===== config.mk =====
export PLATFORM = sky130hd
export DESIGN_NAME = hwld_unit
export DESIGN_NICKNAME = d
export VERILOG_FILES = /design/src/rtl/hwld_pkg.sv /design/src/rtl/hwld_prefix.sv /design/src/rtl/hwld_regfile.sv /design/src/rtl/hwld_agen.sv /design/src/rtl/hwld_unit.sv
export SDC_FILE = /design/constraint.sdc
export NUM_CORES = 1
export LEC_CHECK = 0
export BUFFER_PORTS_ARGS = -buffer_cell sky130_fd_sc_hd__buf_2
export CORE_UTILIZATION = 50
export CTS_CLUSTER_SIZE = 10
export DETAILED_ROUTE_END_ITERATION = 10
export PLACE_DENSITY = 0.7
export RECOVER_POWER = 100
export SETUP_SLACK_MARGIN = 0.3
export SLEW_MARGIN = 20
export SYNTH_ARGS = -nofsm -noshare
export SYNTH_HDL_FRONTEND = slang
export SYNTH_HIERARCHICAL = 1
export SYNTH_SLANG_ARGS = --single-unit
export TNS_END_PERCENT = 20

===== constraint.sdc =====
create_clock -name clk -period 9.2 [get_ports clk]
set_input_delay 1.84 -clock clk [delete_from_list [all_inputs] [get_ports clk]]
set_output_delay 1.84 -clock clk [all_outputs]
set_load 0.02 [all_outputs]

===== src/rtl/hwld_pkg.sv =====
`timescale 1ns/1ps
package hwld_pkg;
  localparam int XLEN   = 24;
  localparam int HALF_W = 16;
  localparam int IMM_W  = 13;
  localparam int HI_W   = XLEN - IMM_W;

  function automatic logic is_load(input logic [15:0] w);
    return (w[15:10] == 6'b001000) && (w[6:3] == 4'b0010);
  endfunction

  function automatic logic is_prefix(input logic [15:0] w);
    return w[15:13] == 3'b110;
  endfunction

  function automatic logic [XLEN-1:0] disp_build(input logic [1:0] cnt,
                                                 input logic [IMM_W-1:0] older,
                                                 input logic [IMM_W-1:0] newer);
    logic [XLEN-1:0] d;
    case (cnt)
      2'd1:    d = {{HI_W{1'b0}}, newer};
      2'd2:    d = {older[HI_W-1:0], newer};
      default: d = '0;
    endcase
    return d;
  endfunction

  function automatic logic [XLEN-1:0] ea_build(input logic [XLEN-1:0] base,
                                               input logic [XLEN-1:0] disp);
    return base + disp;
  endfunction

  function automatic logic [XLEN-1:0] half_align(input logic [XLEN-1:0] ea);
    return {ea[XLEN-1:1], 1'b0};
  endfunction
endpackage


===== src/rtl/hwld_prefix.sv =====
`timescale 1ns/1ps
module hwld_prefix
  import hwld_pkg::*;
(
  input  logic             clk,
  input  logic             rst_n,
  input  logic             word_vld,
  input  logic [15:0]      word,
  output logic [1:0]       cnt,
  output logic [IMM_W-1:0] older,
  output logic [IMM_W-1:0] newer
);
  logic take_pfx;
  logic drop_pfx;

  assign take_pfx = word_vld && is_prefix(word);
  assign drop_pfx = word_vld && !is_prefix(word);

  always_ff @(posedge clk or negedge rst_n) begin
    if (!rst_n) begin
      cnt   <= '0;
      older <= '0;
      newer <= '0;
    end else if (take_pfx) begin
      older <= newer;
      newer <= word[IMM_W-1:0];
      cnt   <= (cnt == 2'd2) ? 2'd2 : cnt + 2'd1;
    end else if (drop_pfx) begin
      cnt <= '0;
    end
  end
endmodule


===== src/rtl/hwld_regfile.sv =====
`timescale 1ns/1ps
module hwld_regfile #(
  parameter int NREG = 8,
  parameter int DW   = 24,
  localparam int AW  = $clog2(NREG)
) (
  input  logic          clk,
  input  logic          rst_n,
  input  logic          we,
  input  logic [AW-1:0] waddr,
  input  logic [DW-1:0] wdata,
  input  logic [AW-1:0] raddr_a,
  output logic [DW-1:0] rdata_a,
  input  logic [AW-1:0] raddr_b,
  output logic [DW-1:0] rdata_b
);
  logic [DW-1:0] regs [NREG];

  for (genvar g = 0; g < NREG; g++) begin : g_reg
    always_ff @(posedge clk or negedge rst_n) begin
      if (!rst_n)
        regs[g] <= '0;
      else if (we && (waddr == AW'(g)))
        regs[g] <= wdata;
    end
  end

  // port A forwards the write in flight so back-to-back loads see it
  assign rdata_a = (we && (waddr == raddr_a)) ? wdata : regs[raddr_a];
  assign rdata_b = regs[raddr_b];
endmodule


===== src/rtl/hwld_agen.sv =====
`timescale 1ns/1ps
module hwld_agen
  import hwld_pkg::*;
(
  input  logic [XLEN-1:0]  base,
  input  logic [1:0]       pfx_cnt,
  input  logic [IMM_W-1:0] pfx_older,
  input  logic [IMM_W-1:0] pfx_newer,
  input  logic             in_slot,
  output logic [XLEN-1:0]  rd_addr,
  output logic             odd
);
  logic [1:0]      eff_cnt;
  logic [XLEN-1:0] disp;
  logic [XLEN-1:0] ea;

  assign eff_cnt = in_slot ? 2'd0 : pfx_cnt;
  assign disp    = disp_build(eff_cnt, pfx_older, pfx_newer);
  assign ea      = ea_build(base, disp);
  assign odd     = ea[0];
  assign rd_addr = half_align(ea);
endmodule


===== src/rtl/hwld_unit.sv =====
`timescale 1ns/1ps
module hwld_unit
  import hwld_pkg::*;
#(
  parameter int NREG = 8,
  localparam int RW  = $clog2(NREG)
) (
  input  logic              clk,
  input  logic              rst_n,
  input  logic              issue_vld,
  input  logic [15:0]       issue_word,
  input  logic              issue_in_slot,
  output logic              mem_rd_en,
  output logic [XLEN-1:0]   mem_rd_addr,
  input  logic [HALF_W-1:0] mem_rd_data,
  output logic              misalign_pulse,
  input  logic [RW-1:0]     obs_sel,
  output logic [XLEN-1:0]   obs_data
);
  logic             dec_load;
  logic [RW-1:0]    rd_idx;
  logic [RW-1:0]    rb_idx;
  logic [XLEN-1:0]  base_val;
  logic [1:0]       pfx_cnt;
  logic [IMM_W-1:0] pfx_older;
  logic [IMM_W-1:0] pfx_newer;
  logic             ea_odd;
  logic             wb_en;
  logic [RW-1:0]    wb_idx;
  logic [XLEN-1:0]  wb_data;
  logic             mis_q;

  assign dec_load = issue_vld && is_load(issue_word);
  assign rd_idx   = issue_word[7 +: RW];
  assign rb_idx   = issue_word[0 +: RW];

  hwld_prefix i_prefix (
    .clk      (clk),
    .rst_n    (rst_n),
    .word_vld (issue_vld),
    .word     (issue_word),
    .cnt      (pfx_cnt),
    .older    (pfx_older),
    .newer    (pfx_newer)
  );

  hwld_regfile #(.NREG(NREG), .DW(XLEN)) i_rf (
    .clk     (clk),
    .rst_n   (rst_n),
    .we      (wb_en),
    .waddr   (wb_idx),
    .wdata   (wb_data),
    .raddr_a (rb_idx),
    .rdata_a (base_val),
    .raddr_b (obs_sel),
    .rdata_b (obs_data)
  );

  hwld_agen i_agen (
    .base      (base_val),
    .pfx_cnt   (pfx_cnt),
    .pfx_older (pfx_older),
    .pfx_newer (pfx_newer),
    .in_slot   (issue_in_slot),
    .rd_addr   (mem_rd_addr),
    .odd       (ea_odd)
  );

  assign mem_rd_en = dec_load;

  always_ff @(posedge clk or negedge rst_n) begin
    if (!rst_n) begin
      wb_en  <= 1'b0;
      wb_idx <= '0;
      mis_q  <= 1'b0;
    end else begin
      wb_en  <= dec_load;
      wb_idx <= rd_idx;
      mis_q  <= dec_load && ea_odd;
    end
  end

  assign wb_data        = {{(XLEN-HALF_W){1'b0}}, mem_rd_data};
  assign misalign_pulse = mis_q;
endmodule


Word level (Yosys, flattened, before mapping)
Cells that the tools add are included.
W data, S select, Z words.
{"block": "word_totals", "register_bits": 159, "latchBits": 0, "ramBits": 0, "romBits": 0, "in_bits": 39, "out_inout_bits": 50, "elab_cells": 63, "mem_count": 0}
{"block": "classes", "n_addsub": 2, "n_mul": 0, "n_div": 0, "n_lt_le_gt_ge": 2, "eq_ne": 14, "shifts": 0, "muxes": 12, "n_bitwise": 2, "reduce_logical": 17}
{"cell": "$bmux W24 S3", "count": 2}
{"cell": "$mux W24", "count": 5}
{"cell": "$pmux W24 S2", "count": 1}
{"cell": "$add A24 B24 Y24", "count": 1}
{"cell": "$eq A3 B3 Y1 const B", "count": 5}
{"cell": "$logic_and A1 B1 Y1", "count": 14}
{"cell": "$ge A4 B4 Y1 const B", "count": 2}
{"cell": "$mux W2", "count": 4}
{"cell": "$not A3 Y4", "count": 2}
{"cell": "$eq A3 B2 Y1 const B", "count": 2}
{"cell": "$eq A6 B4 Y1 const B", "count": 1}
{"cell": "$eq A2 B2 Y1 const B", "count": 2}
{"cell": "$eq A4 B2 Y1 const B", "count": 1}
{"cell": "$eq A3 B1 Y1 const B", "count": 1}
{"cell": "$eq A3 B3 Y1", "count": 1}
{"cell": "$logic_not A3 Y1", "count": 1}
{"cell": "$add A2 B1 Y2 const B", "count": 1}
{"cell": "$eq A2 B1 Y1 const B", "count": 1}
{"cell": "$reduce_bool A2 Y1", "count": 1}
{"cell": "$logic_not A1 Y1", "count": 1}

Depth between registers and ports, before layout
{"block": "depth", "word_depth": 7, "mapped_depth": 14}

Modules after synthesis
Netlist, hierarchy kept.
{"mod": "hwld_regfile", "instances": 1, "cells_per_inst": 615, "area_each_um2": 10348.7}
{"mod": "hwld_agen", "instances": 1, "cells_per_inst": 186, "area_each_um2": 1397.6}
{"mod": "hwld_prefix", "instances": 1, "cells_per_inst": 65, "area_each_um2": 1162.4}
{"mod": "hwld_unit", "instances": 1, "cells_per_inst": 13, "area_each_um2": 195.2}

Worst setup path after synthesis
No wires, ideal clock.
{"block": "synth_timing", "kind": "input to output", "startpoint": "in issue_word[0]", "endpoint": "out mem_rd_addr[22]", "t_arrival_ns": 5.225, "setup_slack_ns": 2.135, "cell_stages": 13, "path_cell_list": "buf_6 > buf_2 > mux4_2 > mux2_2 > mux2_2 > ha_1 > fa_1 > a21o_1 > a221o_1 > a221oi_4 > nor2_1 > a41oi_2 > xnor2_1"}
{"block": "synth_between", "elab_chain_len": 6, "word_cells_on_any_way": 8, "cone_classes": "1 x add/sub; 1 x eq/ne; 4 x mux; 1 x bitwise; 1 x reduce/logical"}
{"element": "from (decl)", "line_no": "hwld_unit.sv:11", "rtl": "input logic [15:0] issue_word,"}
{"element": "$not A3 Y4 (implied by the code)", "line_no": "hwld_regfile.sv:29", "rtl": "assign rdata_a = (we && (waddr == raddr_a)) ? wdata : regs[raddr_a];"}
{"element": "$bmux W24 S3", "line_no": "hwld_regfile.sv:29"}
{"element": "$mux W24 (implied by the code) (2 in a row)", "line_no": "hwld_regfile.sv:29"}
{"element": "$mux W24 (*)", "line_no": "hwld_regfile.sv:29"}
{"element": "via base_val[0]", "line_no": "hwld_unit.sv:23", "rtl": "logic [XLEN-1:0] base_val;"}
{"element": "$add A24 B24 Y24 (*)", "line_no": "hwld_pkg.sv:30", "rtl": "return base + disp;"}
{"element": "to (decl)", "line_no": "hwld_unit.sv:14", "rtl": "output logic [XLEN-1:0] mem_rd_addr,"}
Mark *: on every way through the listed nets, which the timed path passes. The rest lies on a longest branch. The select of a mux whose other input is x is not followed.

Final worst setup path
{"block": "layout_timing", "startpoint": "in issue_word[0]", "endpoint": "out mem_rd_addr[20]"}
The elaborated chain is that of the path after synthesis.

==> run metrics <==
Worst Path Arrival 6.46 ns; first-pass GRT wire length roughly 49000 um; drt via density 5.990; Critical Path Slowest Stage Cell clkbuf_1; register area 0.005580 mm2; fin crit share roughly 90%; hold crit path type register to register; Die Y 163.4 um; crit start category input pin; Final Hold Fails 0; YS warnings 6; core box area 0.02540 mm2; Syn-to-layout area delta 11.61%; clock slew at reported path FFs 0.06 ns; Syn Inst Count 875; antenna viol nets, final 0; CP peak stage delay 0.78 ns; DR iter-0 viols 473; area occupied by multi-input gates roughly 0.0073 mm2; Setup CP Type input pin to output pin; Placer Congestion about 0.95; largest net degree at the start of global routing 110; mapped cell area about 0.013 mm2; Post-DP HPWL 19910 um; Clk Latency, worst-skew pair 0.53 ns; I/O pins 89; P per Cell Area between 150 and 200 mW/mm2; CP required 7.36 ns; Total Routing Usage GR 24.30%; Die Wd 163.4 um; Worst slew margin -297.1%; proportion of layout cells with a drive suffix above 1 44.80%; post-layout min period 8.301 ns; cell family with most CP delay buffers and inverters; Pins Over Slew Limit 359; H-Tree Depth 1; Remaining DRCs 0; Worst VDD drop between 0.1 and 0.15 mV; crit path cell chain buf_4 -> clkbuf_1 -> mux4_2 -> mux2_2 -> mux2_2 -> fa_1 -> a21o_1 -> a221o_1 -> a221oi_4 -> o21ai_1 -> a21oi_1 -> xnor2_1 -> clkbuf_1; drt pass-1 iters 5; cts hold-fix bufs 0; setup violators final 0; CTS buffer count 27; Setup crit end kind output pin; most common cell after layout, fill and taps aside mux2_2; syn_area_per_cell 14.89 um2; commonest cells after routing, fill and taps aside mux2_2 (249), dfrtp_1 (223), mux4_2 (96); worst slew pin tran 5.956 ns; GRT Residual Overflow 0; Static Leakage 6.635 nW; status finished, violations left; Initial Util 51.29%; antenna violations before repair 1; Post-Route WL 31060 um; Die ar. 0.02670 mm2; clock skew 0.01245 ns; vias 8140; Design Power 2.300 mW; WL/cell 22.86 um; vias in the first global route 8455; CTS Sinks 223; failing checks capacitance limit, slew limit; CP Buf/Inv Count 3; Root Driver clkbuf_16; Worst Path Max Fanout 29; Layout Nets 1089; fmax 120.5 MHz; Ant. Diodes 0; PortBufs 87; fillcell total about 2.1k; post-CTS sizing 0; max cap viols 10; clk buf depth 3; CTS tree done; RSZ-0062 raised after global routing no; Setup TNS 0 ns; post-CTS setup buffer count 0; num rows 58
[through the flow]
step           hold slack (ns)  setup WS (ns)  std cells  utilization, %  instance area (um2)
2_1_floorplan           0.4704          2.135        946               -                13290
3_3_place_gp            0.4897          1.460       1324           55.17                14010
3_5_place_dp            0.4970          1.377       1324           55.17                14010
4_1_cts                 0.5098          1.367       1359           58.11                14760
5_1_grt                 0.5259         0.5979       1359           57.25                14540
6_report                0.4955         0.8994       1359           57.25                14540
[worst register-to-register path, stage by stage (launching register included)]
cell      delay [ns]
dfrtp_1         0.46
nand2b_1        0.28
nor3b_1         0.24
clkbuf_1        1.55
mux2_2          0.46
[sequential cells by signal, indices dropped and copies added (netlist names)]
register and flops:
wb_en 1, i_prefix/older 11, misalign_pulse 1, wb_idx 3, i_prefix/newer 13, i_prefix/cnt 2, i_rf/regs 192
[metal layers]
layer / vias to the layer above / GRT usage [%] / share of wire, %
li1: 3594 / - / -
met1: 4290 / 33.05 / 44
met2: 194 / 40.37 / 49
met3: 60 / 3.327 / 3.9
met4: 2 / 7.604 / 2.8
met5: - / 0 / 0.026
[final timing paths]
| path | start | end | slack (ns) | cells past startpoint |
|---|---|---|---|---|
| hold reg to reg | i_prefix/older[10] | i_prefix/older[10] | 0.50 | 1 |
| min in group asynchronous | rst_n | i_rf/regs[92] | 3.51 | 1 |
| hold / removal | i_prefix/older[10] | i_prefix/older[10] | 0.50 | 1 |
| max in group asynchronous | rst_n | i_rf/regs[50] | 2.20 | 2 |
| setup reg to reg | wb_idx[2] | i_rf/regs[122] | 6.08 | 4 |
| setup / recovery | issue_word[0] | mem_rd_addr[20] | 0.90 | 13 |
[layout make-up]
cell class | instances | area share (%)
inverter | 6 | 0.1549
sequential | 223 | 38.38
multi-input combinational | 659 | 50.04
clock buffer | 32 | 4.982
tap | 330 | 2.840
timing repair buffer | 106 | 3.451
clock inverter | 3 | 0.1549
[where the power goes]
| part | switching [mW] | internal (mW) | leakage, nW |
|---|---|---|---|
| sequential | 0.0393 | 1.04 | 2.84 |
| clock | 0.385 | 0.546 | 0.369 |
| combinational | 0.158 | 0.136 | 3.42 |
| total | 0.582 | 1.72 | 6.64 |
Power figures use the tool's default switching activity.
